`src/rtl/ow_byte_pkg.sv`:
```
package ow_byte_pkg;
  typedef enum logic [1:0] {
    OP_WRITE = 2'd0,
    OP_READ  = 2'd1,
    OP_TOUCH = 2'd2,
    OP_RSVD  = 2'd3
  } ow_op_e;

  typedef enum logic [2:0] {
    ST_IDLE,
    ST_ISSUE,
    ST_WAIT,
    ST_HOLD,
    ST_DONE
  } seq_st_e;
endpackage

```
`src/rtl/ow_pullup_ctl.sv`:
```
module ow_pullup_ctl #(
  parameter int MS_W       = 8,
  parameter int CLK_PER_MS = 100000
) (
  input  logic            clk_i,
  input  logic            rst_ni,
  input  logic            req_i,
  input  logic [MS_W-1:0] ms_i,
  input  logic            enable_i,
  input  logic            arm_i,
  input  logic            hold_i,
  output logic            active_o,
  output logic            drive_o,
  output logic            expire_o
);
  localparam int PRE_W = (CLK_PER_MS > 2) ? $clog2(CLK_PER_MS) : 1;
  localparam logic [PRE_W-1:0] PRE_LAST = PRE_W'(CLK_PER_MS - 1);

  logic [MS_W-1:0]  req_ms_q, ms_cnt_q;
  logic [PRE_W-1:0] pre_q;
  logic             active_q, use_pu_q;
  logic             pend, wrap;

  assign pend     = (req_ms_q != '0);
  assign wrap     = hold_i && (pre_q == PRE_LAST);
  assign expire_o = wrap && (ms_cnt_q == MS_W'(1));
  assign active_o = active_q;
  assign drive_o  = active_q && use_pu_q;

  always_ff @(posedge clk_i or negedge rst_ni) begin
    if (!rst_ni) begin
      req_ms_q <= '0;
      ms_cnt_q <= '0;
      pre_q    <= '0;
      active_q <= 1'b0;
      use_pu_q <= 1'b0;
    end else begin
      if (arm_i && pend) begin
        // service point: latch duration, consume request (new request wins)
        ms_cnt_q <= req_ms_q;
        active_q <= 1'b1;
        use_pu_q <= enable_i;
        req_ms_q <= req_i ? ms_i : '0;
      end else if (req_i) begin
        req_ms_q <= ms_i;
      end
      if (hold_i) begin
        if (wrap) begin
          pre_q    <= '0;
          ms_cnt_q <= ms_cnt_q - MS_W'(1);
          if (ms_cnt_q == MS_W'(1)) active_q <= 1'b0;
        end else begin
          pre_q <= pre_q + PRE_W'(1);
        end
      end else begin
        pre_q <= '0;
      end
    end
  end
endmodule

```
`src/rtl/ow_byte_seq.sv`:
```
module ow_byte_seq
  import ow_byte_pkg::*;
#(
  parameter int DATA_W = 8
) (
  input  logic              clk_i,
  input  logic              rst_ni,
  input  logic              cmd_valid_i,
  input  logic [1:0]        cmd_op_i,
  input  logic [DATA_W-1:0] cmd_byte_i,
  output logic              busy_o,
  output logic              done_o,
  output logic [DATA_W-1:0] rdata_o,
  output logic              slot_req_o,
  output logic              slot_bit_o,
  input  logic              slot_done_i,
  input  logic              slot_level_i,
  input  logic              pu_active_i,
  input  logic              pu_expire_i,
  output logic              arm_o,
  output logic              hold_o
);
  localparam int IDX_W = $clog2(DATA_W);
  localparam logic [IDX_W-1:0] IDX_LAST = IDX_W'(DATA_W - 1);
  localparam logic [IDX_W-1:0] IDX_ARM  = IDX_W'(DATA_W - 2);

  seq_st_e           st_q;
  ow_op_e            op_q;
  logic [DATA_W-1:0] sh_q, sh_next, rdata_q;
  logic [IDX_W-1:0]  idx_q;
  logic              is_write, slot_end;

  assign is_write   = (op_q == OP_WRITE);
  assign slot_end   = (st_q == ST_WAIT) && slot_done_i;
  assign sh_next    = {slot_level_i, sh_q[DATA_W-1:1]};
  assign busy_o     = (st_q != ST_IDLE);
  assign done_o     = (st_q == ST_DONE);
  assign slot_req_o = (st_q == ST_ISSUE);
  assign slot_bit_o = (op_q == OP_READ) ? 1'b1 : sh_q[0];
  assign arm_o      = slot_end && is_write && (idx_q == IDX_ARM);
  assign hold_o     = (st_q == ST_HOLD);
  assign rdata_o    = rdata_q;

  always_ff @(posedge clk_i or negedge rst_ni) begin
    if (!rst_ni) begin
      st_q    <= ST_IDLE;
      op_q    <= OP_WRITE;
      sh_q    <= '0;
      idx_q   <= '0;
      rdata_q <= '0;
    end else begin
      unique case (st_q)
        ST_IDLE: if (cmd_valid_i) begin
          op_q  <= ow_op_e'(cmd_op_i);
          sh_q  <= cmd_byte_i;
          idx_q <= '0;
          st_q  <= ST_ISSUE;
        end
        ST_ISSUE: st_q <= ST_WAIT;
        ST_WAIT: if (slot_done_i) begin
          sh_q <= sh_next;
          if (idx_q == IDX_LAST) begin
            if (!is_write) rdata_q <= sh_next;
            st_q <= (is_write && pu_active_i) ? ST_HOLD : ST_DONE;
          end else begin
            idx_q <= idx_q + IDX_W'(1);
            st_q  <= ST_ISSUE;
          end
        end
        ST_HOLD: if (pu_expire_i) st_q <= ST_DONE;
        ST_DONE: st_q <= ST_IDLE;
        default: st_q <= ST_IDLE;
      endcase
    end
  end
endmodule

```
`src/rtl/ow_byte_xfer.sv`:
```
module ow_byte_xfer #(
  parameter int DATA_W     = 8,
  parameter int MS_W       = 8,
  parameter int CLK_PER_MS = 100000
) (
  input  logic              clk_i,
  input  logic              rst_ni,
  input  logic              cmd_valid_i,
  input  logic [1:0]        cmd_op_i,
  input  logic [DATA_W-1:0] cmd_byte_i,
  output logic              busy_o,
  output logic              done_o,
  output logic [DATA_W-1:0] rdata_o,
  input  logic              pu_req_i,
  input  logic [MS_W-1:0]   pu_ms_i,
  input  logic              pu_enable_i,
  output logic              strong_pu_o,
  output logic              slot_req_o,
  output logic              slot_bit_o,
  input  logic              slot_done_i,
  input  logic              slot_level_i
);
  logic arm, hold, pu_active, pu_expire;

  ow_byte_seq #(.DATA_W(DATA_W)) u_seq (
    .clk_i        (clk_i),
    .rst_ni       (rst_ni),
    .cmd_valid_i  (cmd_valid_i),
    .cmd_op_i     (cmd_op_i),
    .cmd_byte_i   (cmd_byte_i),
    .busy_o       (busy_o),
    .done_o       (done_o),
    .rdata_o      (rdata_o),
    .slot_req_o   (slot_req_o),
    .slot_bit_o   (slot_bit_o),
    .slot_done_i  (slot_done_i),
    .slot_level_i (slot_level_i),
    .pu_active_i  (pu_active),
    .pu_expire_i  (pu_expire),
    .arm_o        (arm),
    .hold_o       (hold)
  );

  ow_pullup_ctl #(.MS_W(MS_W), .CLK_PER_MS(CLK_PER_MS)) u_pu (
    .clk_i    (clk_i),
    .rst_ni   (rst_ni),
    .req_i    (pu_req_i),
    .ms_i     (pu_ms_i),
    .enable_i (pu_enable_i),
    .arm_i    (arm),
    .hold_i   (hold),
    .active_o (pu_active),
    .drive_o  (strong_pu_o),
    .expire_o (pu_expire)
  );
endmodule

```
`config.mk`:
```
export PLATFORM = sky130hd
export DESIGN_NAME = ow_byte_xfer
export DESIGN_NICKNAME = d
export VERILOG_FILES = /design/src/rtl/ow_byte_pkg.sv /design/src/rtl/ow_pullup_ctl.sv /design/src/rtl/ow_byte_seq.sv /design/src/rtl/ow_byte_xfer.sv
export SDC_FILE = /design/constraint.sdc
export NUM_CORES = 1
export LEC_CHECK = 0
export ABC_AREA = 1
export BUFFER_PORTS_ARGS = -buffer_cell sky130_fd_sc_hd__buf_2
export CAP_MARGIN = 30
export CORE_UTILIZATION = 58
export CTS_CLUSTER_SIZE = 12
export DETAILED_ROUTE_END_ITERATION = 8
export GPL_TIMING_DRIVEN = 1
export PLACE_DENSITY_LB_ADDON = 0.12
export SKIP_CTS_REPAIR_TIMING = 1
export SLEW_MARGIN = 15
export SYNTH_ARGS = -nofsm -noshare
export SYNTH_HDL_FRONTEND = slang
export SYNTH_SLANG_ARGS = --single-unit
```
`constraint.sdc`:
```
create_clock -name clk_i -period 1.8 [get_ports clk_i]
set_input_delay 0.09 -clock clk_i [delete_from_list [all_inputs] [get_ports clk_i]]
set_output_delay 0.09 -clock clk_i [all_outputs]
set_load 0.02 [all_outputs]
```
; Yosys cells after proc, flatten, opt, wreduce, memory -nomap -nowiden
; Index checks and enable logic that the tools add are counted.
[totals]
reg_bits = 59
inputBits = 25
[classes]
bitwise_logic = 1
n_addsub = 3
mux = 26
n_reduce_logical = 19
eq_ne = 13
[op_table]
columns = operator, n
row1 = $mux W8, 8
row2 = $mux W17, 2
row3 = $mux W3, 8
row4 = $add A17 B1 Y17 const B, 1
row5 = $eq A17 B17 Y1 const B, 1
row6 = $pmux W8 S2, 1
row7 = $pmux W3 S4, 1
row8 = $eq A3 B3 Y1 const B, 3
row9 = $eq A8 B1 Y1 const B, 1
row10 = $logic_and A1 B1 Y1, 8
row11 = $ne A2 B2 Y1 const B, 4
row12 = $reduce_and A4 Y1, 2
row13 = $reduce_bool A8 Y1, 1
row14 = $sub A8 B1 Y8 const B, 1
row15 = $eq A3 B2 Y1 const B, 2
row16 = $pmux W3 S2, 1
row17 = $reduce_and A3 Y1, 2
row18 = $mux W1, 5
row19 = $reduce_bool A2 Y1, 2
row20 = $add A3 B1 Y3 const B, 1
row21 = $eq A3 B1 Y1 const B, 1
row22 = $logic_not A3 Y1, 1
row23 = $reduce_bool A3 Y1, 1
row24 = $eq A2 B1 Y1 const B, 1
row25 = 3 further kinds, 3

; Longest topological paths before layout
; Gate-level depths: netlist (run 1).
[logic_depth]
depth_word = 9
ltp_mapped = 9

; Hierarchy
; From an unflattened synthesis (run 1), not the netlist that was laid out.
[hier_totals]
hier_cells = 421
area_unflattened_um2 = 3304.4
[by_module_without_submodules]
columns = module, seq_area_each_um2, cells_per_inst, instances, area_each_um2
row1 = ow_pullup_ctl, 875.8, 266, 1, 1994.4
row2 = ow_byte_seq, 600.6, 155, 1, 1310.0

; Worst setup path after synthesis (run 1)
; Ideal clock, no wire load.
[synth_path]
path_type = reg-to-reg
start = reg u_seq.idx_q[0]
end = reg u_seq.idx_q[0]
t_arrival_ns = 1.265
required_time_ns = 1.673
stages_incl_launch_ff = 7
n_path_buf = 0
setup_slack_ns = 0.408
cell_sequence = dfrtp_1 -> ha_1 -> ha_1 -> o21ai_0 -> nand2_1 -> nand2_1 -> o21ai_0
[synth_between]
elab_chain_cells = 4
elab_cells_between_ends = 7
cone_classes = add/sub: 1 / eq/ne: 2 / mux: 3 / reduce/logical: 1
[synth_rtl]
columns = element, line_no
row1 = from (decl), ow_byte_seq.sv:30  ; logic [IDX_W-1:0] idx_q;
row2 = from (signal assigned), ow_byte_seq.sv:66  ; idx_q <= idx_q + IDX_W'(1);
row3 = $add A3 B1 Y3, ow_byte_seq.sv:66
row4 = $mux W3, ow_byte_seq.sv:62  ; if (idx_q == IDX_LAST) begin
row5 = $mux W3, ow_byte_seq.sv:60  ; ST_WAIT: if (slot_done_i) begin
row6 = $pmux W3 S2, ow_byte_seq.sv:52  ; unique case (st_q)
; Several ways; a longest one is shown, not always the timed one. The select of a mux whose other input is x is not followed.
; A chain may end at the register's enable or synchronous reset.

; Worst setup path in the final report (run 1)
[layout_path]
start = reg u_pu.pre_q[0]
end = reg u_seq.st_q[2]
[layout_between]
elab_chain_cells = 5
[layout_rtl]
columns = element, line_no
row1 = from (decl), ow_pullup_ctl.sv:20  ; logic [PRE_W-1:0] pre_q;
row2 = from (signal assigned), ow_pullup_ctl.sv:53  ; pre_q <= pre_q + PRE_W'(1);
row3 = $eq A17 B17 Y1, ow_pullup_ctl.sv:25  ; assign wrap = hold_i && (pre_q == PRE_LAST);
row4 = $logic_and A1 B1 Y1, ow_pullup_ctl.sv:25
row5 = $logic_and A1 B1 Y1, ow_pullup_ctl.sv:26  ; assign expire_o = wrap && (ms_cnt_q == MS_W'(1));
row6 = $ne A2 B2 Y1 (no source line), -
row7 = $reduce_and A3 Y1 (no source line), -
row8 = to (signal assigned), ow_byte_seq.sv:64  ; st_q <= (is_write && pu_active_i) ? ST_HOLD : ST_DONE;
row9 = to (decl), ow_byte_seq.sv:27  ; seq_st_e st_q;
; No other way between the ends.

==> results of run 1 <==
[logic make-up (layout without fill, tap and decap cells)]
kind of cell,count (synthesis),count (layout),share of synthesized area (%)
buffers and inverters,62,120,7.80
XOR/XNOR,12,12,3.23
flip-flops,59,59,45.3
AND/OR/NAND/NOR,227,227,32.9
AO/OA/AOI/OAI,46,46,8.07
multiplexers,1,1,0.346
adder cells (fa/ha/maj),6,6,2.31
[synthesized netlist by cell type, drive strengths merged]
master / instances / area [µm²]
dfrtp: 59 / 1480
nand4: 18 / 125
o21bai: 1 / 7.51
a31oi: 1 / 6.26
clkbuf: 1 / 3.75
nor3b: 1 / 7.51
nor2: 56 / 244
a21oi: 7 / 35.0
nand2: 103 / 389
o211ai: 9 / 67.6
xor2: 12 / 105
or2: 2 / 12.5
inv: 54 / 203
ha: 6 / 75.1
buf: 7 / 47.5
o21ai: 27 / 139
a21o: 1 / 7.51
nor3: 11 / 70.1
mux2: 1 / 11.3
nand3: 36 / 223
[metrics by stage]
step | power (mW) | area [µm²] | cells | worst slack (ns)
floorplan | 1.43 | 3260 | 413 | 0.408
global placement | 1.49 | 3520 | 516 | 0.261
detailed placement | 1.50 | 3520 | 516 | 0.190
CTS | 2.96 | 3770 | 532 | 0.144
global route | 3.03 | 3860 | 541 | 0.00476
finish | 2.93 | 3860 | 541 | 0.186
[report_power, final]
group | switching, mW | leakage (nW) | internal (mW)
registers | 0.0139 | 0.719 | 1.35
logic | 0.0695 | 1.08 | 0.0510
clock network | 0.516 | 0.122 | 0.931
[placed cells by master, fill, tap and decap left out, types with 2 or more instances in the layout]
cell type,n
sky130_fd_sc_hd__bufinv_16,2
sky130_fd_sc_hd__inv_1,50
sky130_fd_sc_hd__inv_2,4
sky130_fd_sc_hd__nand2_1,102
sky130_fd_sc_hd__xor2_1,12
sky130_fd_sc_hd__dlygate4sd3_1,9
sky130_fd_sc_hd__o21ai_1,9
sky130_fd_sc_hd__o21ai_0,17
sky130_fd_sc_hd__clkbuf_8,13
sky130_fd_sc_hd__nor2_2,4
sky130_fd_sc_hd__buf_4,3
sky130_fd_sc_hd__dfrtp_1,59
sky130_fd_sc_hd__nand4_2,2
sky130_fd_sc_hd__o211ai_1,9
sky130_fd_sc_hd__nor3_1,7
sky130_fd_sc_hd__a21oi_1,7
sky130_fd_sc_hd__nor3_2,4
sky130_fd_sc_hd__buf_2,37
sky130_fd_sc_hd__nand3_4,3
sky130_fd_sc_hd__nand3_1,32
sky130_fd_sc_hd__ha_1,6
sky130_fd_sc_hd__nor2_1,50
sky130_fd_sc_hd__nand4_1,16
[sequential cells by signal, indices dropped and copies added, names as in the netlist]
register / cells
u_pu.active_o: 1
u_pu.ms_cnt_q: 8
u_pu.pre_q: 17
u_pu.req_ms_q: 8
u_pu.use_pu_q: 1
u_seq.idx_q: 3
u_seq.op_q: 2
u_seq.rdata_o: 8
u_seq.sh_q: 8
u_seq.st_q: 3
[path summary, 6_finish.rpt]
check | to | slack [ns] | startpoint | depth (start not counted)
min in group asynchronous | u_pu.pre_q[12] | 0.29 | rst_ni | 3
hold / removal | u_pu.req_ms_q[0] | -0.03 | pu_ms_i[0] | 3
setup reg to reg | u_seq.st_q[2] | 0.19 | u_pu.pre_q[0] | 7
setup / recovery | u_seq.st_q[2] | 0.19 | u_pu.pre_q[0] | 7
hold reg to reg | u_pu.pre_q[0] | 0.48 | u_pu.pre_q[0] | 1
max in group asynchronous | u_pu.ms_cnt_q[6] | 1.26 | rst_ni | 3
[layer usage]
| layer | part of all wire (%) | global-route usage [%] |
|---|---|---|
| met3 | 3.9 | 4.88 |
| met5 | 0 | 0 |
| met1 | 47 | 35.5 |
| met2 | 48 | 40.5 |
| met4 | 1.2 | 10.2 |
[layout make-up]
class / count / area (µm²) / share of cell area, %
sequential: 59 / 1480 / 38.2
tap: 70 / 87.6 / 2.27
multi-input combinational: 292 / 1530 / 39.6
clock buffer: 13 / 179 / 4.63
timing repair buffer: 50 / 318 / 8.23
clock inverter: 3 / 67.6 / 1.75
inverter: 54 / 203 / 5.25
[worst max-delay path: cells and delay by family (launching register included)]
family | cells | cell delay (ns)
simple gates | 6 | 0.96
fa+ha+maj | 1 | 0.20
flops | 1 | 0.38
==> run summary, run 1 <==
TritonCTS built the clock tree. The fraction of final layout cells with drive strength greater than 1 was 17.2%; the number of buffers inserted by port buffering was 37. The final wirelength is 6930 µm, and the buffer levels on the longest clock path is 2. Setup repair after global routing left no endpoint under its margin.

The logs give 60 for the largest net degree at the start of global routing and 0 for the number of antenna violations at the first check in global routing. Global routing finished with a remaining overflow of 0. Count of TritonRoute iterations in the first routing pass: 4. The data arrival time of the worst path is 1.87 ns, and the number of inserted diodes is 0. Synthesis produced 413 cells.

The worst-margin pin slew was 0.540 ns. Derived from the worst setup path, the maximum achievable clock frequency is 620 MHz. After floorplanning, the core was divided into 26 placement rows.

Cell chosen for the clock root: sky130_fd_sc_hd__clkbuf_8. The floorplan step set the die width to 76.9 µm. In this run, the number of DRC markers left after iteration 0 of detailed routing was 169.

The number of library cell types mapped by synthesis was 33; the register clock-pin slew on the reported worst setup and hold paths was 0.07 ns. The worst path in the final design needs a cycle of 1.61 ns, including I/O delays and setup. Traced cell by cell, the critical path runs through ha_1 > nand3_1 > nor3_2 > nand3_1 > nand2_1 > nand2_1 > nor2_1.

IR analysis of the VDD net gives a maximum drop of 534 µV. For this run, design rule violations remaining after detail routing come to 0. During synthesis, Yosys emitted a total of 0 warnings. The number of levels in the clock H-tree came out at 3. The maximum fanout along the worst path is 5, and the final weighted congestion in routability-driven placement is 0.875. After detailed routing, the average wire length per cell comes to 12.8 µm. The worst setup path is launched from a register. The worst pin sits at a relative slew slack of 64.0%. The class of the worst hold path was primary input to register.

Dividing the detail-routed via count by the number of cells gives 5.28. Once layout is complete, the utilization of the core stands at 73.3%. The number of failing hold endpoints at the final stage was 2.

The filler cells instantiated in the layout total 425. Mean cell area of the mapped netlist: 7.88 µm². Post-DP HPWL: 4720 µm. Synthesis produced a netlist with a net count of 444. Once detail routing completed, the nets flagged for antenna violations numbered 0.

The final reports fail on hold timing. The later pin in the worst-skew pair is clocked with a latency of 0.34 ns. Max-slew violation count: 0.

The worst setup path is captured at a register. The count of endpoints failing setup in the final report was 0; the final critical-path share of the clock period was 89.6%. The core region is 5270 µm².

The power density over the cells was 760 nW/µm²; the number of storage elements in the synthesis netlist was 59. The clock sink total was 59. The run gives 12100 µm as the first-pass GRT wire length. Data required time of the worst path: 2.06 ns. The slowest stage of the critical path is the sky130_fd_sc_hd__dfrtp_1 cell. The worst-case hold slack came out at -0.0258 ns. 38 I/O pins were placed. The number of buffers created by CTS is 9. At the end of the flow, the number of nets in the layout was 497. The y dimension of the die was 76.9 µm; the count of maximum capacitance violations was 0. Global routing used 25.9% of the available tracks. The cell area that synthesis handed to floorplanning was 3260 µm².

Setup total negative slack on the finished layout was measured at 0 ns. The initial utilization of the core area, before any placement, comes to 61.8%. The tools report the final clock skew as 0.00688 ns. The area enclosed by the die boundary was 5920 µm². The biggest cell delay along the critical path was 0.38 ns; the number of global-route vias before repair was 2742. From synthesis to final layout, the design area changed by 18.6%.

Summed over all cells, the static leakage comes to 1.92 nW. The flow ran to the end, but the final reports show violations. The type of the worst setup path was register to register.

The tools report the via count as 2859. After synthesis, flip-flops and latches occupy 45.3% of the total area.
Power figures use the tool's default switching activity.
==> inputs of run 2 (changes only) <==
--- a/config.mk
+++ b/config.mk
@@ -17,4 +17,5 @@
 export SLEW_MARGIN = 15
 export SYNTH_ARGS = -nofsm -noshare
 export SYNTH_HDL_FRONTEND = slang
+export SYNTH_HIERARCHICAL = 1
 export SYNTH_SLANG_ARGS = --single-unit
==> run summary, run 2 <==
The flow ran to the end, but the final reports show violations. The final reports fail on hold timing. The run gives 2.05 ns (about the same) as the data required time of the worst path. The worst register-to-register path ends at u_seq/st_q[2].

Setup repair after global routing left no endpoint under its margin. In this run the clock root is driven by a sky130_fd_sc_hd__clkbuf_8. The power density over the cells came out at 995 nW/µm² (+31%). Ranked by total cell area, the synthesized netlist is headed by sky130_fd_sc_hd__dfrtp_1 45%, sky130_fd_sc_hd__nand2_1 13%, sky130_fd_sc_hd__nor2_1 5.9%, sky130_fd_sc_hd__inv_1 5.2%, sky130_fd_sc_hd__nand3_1 5.1%. The register clock-pin slew on the reported worst setup and hold paths came out at 0.06 ns (about the same). The flip-flop count of the largest register, all copies and words added is 17 (unchanged). The tools report the worst slack at placement as 0.101 ns (-0.0894 ns). The detailed-route vias per instance is 5.13 (-3.0%), and the mean cell area of the mapped netlist is 7.85 µm² (-0.43%). After synthesis, the most frequently instantiated cells are 116 x sky130_fd_sc_hd__nand2_1, 59 x sky130_fd_sc_hd__dfrtp_1, 52 x sky130_fd_sc_hd__nor2_1. The tools report the achievable frequency as 610 MHz (-1.5%). TritonCTS built the clock tree. The fraction of met3 tracks used by global routing is 4.24% (-0.65 points). DRC violation count after routing: 0 (unchanged).

The run gives 60 (unchanged) as the largest net degree at the start of global routing. The area of the multi-input gates was 1570 µm² (+2.8%); the number of library cell types mapped by synthesis was 35 (+6.1%). The number of storage elements in the synthesis netlist is 59 (unchanged), and the core box area is 5510 µm² (+4.5%). The max-slew violation count was 0 (unchanged).

More flip-flops sit in one register than any other, and that register is u_pu/pre_q. Starting DRC count in detailed routing: 226 (+34%). The maximum fanout along the worst path works out to 5 (unchanged).

The global routing usage summed across all routing layers came out at 24.9% (-1.0 points). The post-DP HPWL was 4760 µm (+0.76%); the worst-case hold slack was -0.0183 ns (+0.00750 ns). Final wirelength: 6730 µm (-2.9%). The count of flip-flops with a built-in enable after synthesis is 0 (unchanged), and the layout overhead on the synthesized area is 15.7%.

The logic depth of the worst register-to-register path is 11 (+4), and the final core utilization is 69.4% (-3.9 points). The run gives 31.8% (-3.7 points) as the global routing met1 resource utilization. The run gives 0 ns (unchanged) as the setup TNS. The logs give 11700 µm (-3.6%) for the first-pass GRT wire length and 2810 (-1.7%) for the via count. For the clock latency on the worst-skew pair, the log shows 0.32 ns (-0.02 ns). The count of maximum capacitance violations is 0 (unchanged), and the sequential element share of the synthesized area is 44.7% (-0.67 points).

Count of endpoints failing setup in the final report: 0 (unchanged). The final clock skew came out at 0.00533 ns (-0.00155 ns). In the layout the commonest cells are 115 x sky130_fd_sc_hd__nand2_1, 59 x sky130_fd_sc_hd__dfrtp_1, 50 x sky130_fd_sc_hd__nor2_1. The worst hold path belongs to the class primary input to register.

The worst-margin pin slew came out at 0.573 ns (+0.0329 ns). The run gives 41.1% (+0.53 points) as the met2 track demand over resource. The area enclosed by the die boundary is 6000 µm² (+1.5%).

The startpoint identified for the worst register-to-register timing path is u_seq/st_q[2]. Layout filler cell count: 458 (+7.8%). Average detailed-routed wire length per instance: 12.3 µm (-4.2%). The mapped cell area was 3300 µm² (+1.5%). The logs give 1 (-1) for the number of failing hold endpoints at the final stage and 0.828 (-5.4%) for the final weighted congestion in routability-driven placement.

Capture endpoint of the worst hold path: u_pu/req_ms_q[7]. The synthesized netlist net count is 453 (+2.0%). The number of nets in the final layout was 507 (+2.0%). Of all cell types, the one taking the most synthesized area is sky130_fd_sc_hd__dfrtp_1.

The most common cell after layout, fill and taps aside is sky130_fd_sc_hd__nand2_1. The remaining antenna violation count after routing is 0 (unchanged), and the number of buffers created by CTS is 9 (unchanged). The leakage component of the power is 1.88 nW (-2.0%). The final critical-path share of the clock period works out to 91.0% (+1.4 points).

The number of buffers inserted by port buffering is 37 (unchanged). Cell depth of the worst hold path: 3 (unchanged). Main flop type after synthesis: sky130_fd_sc_hd__dfrtp_1. Fraction of registers with async set/reset: 100% (unchanged). sky130_fd_sc_hd__nand2_1 is the most common cell in the netlist. In this run the most critical hold path is launched from pu_ms_i[7]. The number of levels in the clock H-tree was 3 (unchanged).

The tools report the number of inserted diodes as 0 (unchanged). STA classifies the critical path startpoint as a register. The starting density of the core is 60.0% (-1.8 points), and the number of global-route vias before repair is 2687 (-2.0%). The overall overflow remaining after global route was 0 (unchanged); the worst-case vdd ir drop was 661 µV (+24%). The run gives 421 (+1.9%) as the post-synthesis cell count.

The fraction of final layout cells with drive strength greater than 1 was 21.4% (+4.2 points); the number of antenna violations at the first check in global routing was 0 (unchanged). The data arrival time of the worst path was 1.89 ns (+0.02 ns); the clock sink total was 59 (unchanged). The proportion of netlist area held by the largest area contributor is 44.7% (-0.67 points). The setup slack of the most critical reg-to-reg path came out at 0.16 ns (-0.03 ns). The number of warning messages in the yosys log is 6 (+6).

The number of cell rows was 27 (+3.8%). The type of the worst setup path was register to register. met2 is the most crowded layer. The area used by sequential logic in the layout was 1480 µm² (unchanged); the shortest clock period the worst path allows after layout was 1.64 ns (+0.0252 ns). The buffer levels on the longest clock path is 2 (unchanged).

The width of the die is 77.5 µm (+0.73%). The worst-case setup margin in the final layout is 0.161 ns (-0.0252 ns). The run gives 4 (unchanged) as the count of TritonRoute iterations in the first routing pass.

The capturing element type of the critical path was a register. The worst slew margin relative to its limit is 61.8% (-2.2 points). The y dimension of the die came out at 77.5 µm (+0.73%). The top-level port count came out at 38 (unchanged).
## run 2: cell types whose count changed after synthesis, sizes merged, moves of 3 or more
cell / change
a21oi: -3
inv: -4
nand2: +20
nand3: +3
nand4: -14
nor2: +4
o211ai: -9
o21ai: +8
## run 2: per-layer routing
layer	wire length (µm)	vias to the layer above
met1	3030	1292
met2	3340	71
met5	0	-
li1	-	1435
met3	245	12
met4	119	0
## run 2: worst max path at each step
stage	from	to	slack [ns]	depth (start not counted)
CTS	u_pu/pre_q[0]	u_seq/st_q[2]	0.04	9
detailed placement	u_pu/pre_q[0]	u_seq/st_q[2]	0.10	9
global placement	u_seq/st_q[0]	u_pu/ms_cnt_q[3]	0.17	10
floorplan	u_seq/st_q[1]	u_seq/st_q[2]	0.02	14
finish	u_seq/st_q[2]	u_seq/st_q[2]	0.16	11
global route	u_seq/st_q[2]	u_seq/st_q[2]	0.02	11
## run 2: metrics by stage
stage          area [µm²]  cells  total power [mW]  hold WS (ns)
4_1_cts              3720    539              3.82        -0.230
5_1_grt              3820    548              4.09        0.0135
6_report             3820    548              3.80       -0.0183
2_1_floorplan        3300    421              2.55        -0.206
3_3_place_gp         3570    527              2.78         0.121
3_5_place_dp         3570    527              2.81         0.120
## run 2: where the power goes
part / internal [mW] / total (mW) / switching [mW] / leakage [nW]
Combinational: 0.402 / 1.21 / 0.810 / 1.06
Clock: 0.544 / 0.995 / 0.450 / 0.0803
Sequential: 1.51 / 1.60 / 0.0913 / 0.746
## run 2: final cells by class
class / instances / area share, %
sequential: 59 / 38.6
inverter: 50 / 4.98
tap: 72 / 2.36
multi-input combinational: 302 / 41.1
timing repair buffer: 53 / 8.84
clock buffer: 12 / 4.06
## run 2: worst max-delay path, stage by stage, from the launching register on
cell and delay, ns:
sky130_fd_sc_hd__dfrtp_1 0.40, sky130_fd_sc_hd__nor2_2 0.15, sky130_fd_sc_hd__nand2_1 0.11, sky130_fd_sc_hd__inv_2 0.10
sky130_fd_sc_hd__nand3_1 0.08, sky130_fd_sc_hd__nor2_1 0.13, sky130_fd_sc_hd__nand3_2 0.11, sky130_fd_sc_hd__nor2_4 0.12
sky130_fd_sc_hd__nor2_2 0.07, sky130_fd_sc_hd__nor2_2 0.14, sky130_fd_sc_hd__inv_1 0.05, sky130_fd_sc_hd__nor2_1 0.11
## run 2: cells by family after synthesis
kind of cell	after synthesis	synth area share, %
fa+ha+maj	7	2.65
buf+inv	60	8.10
flops	59	44.7
xor+xnor	13	3.45
compound gates	42	8.14
simple gates	240	33.0
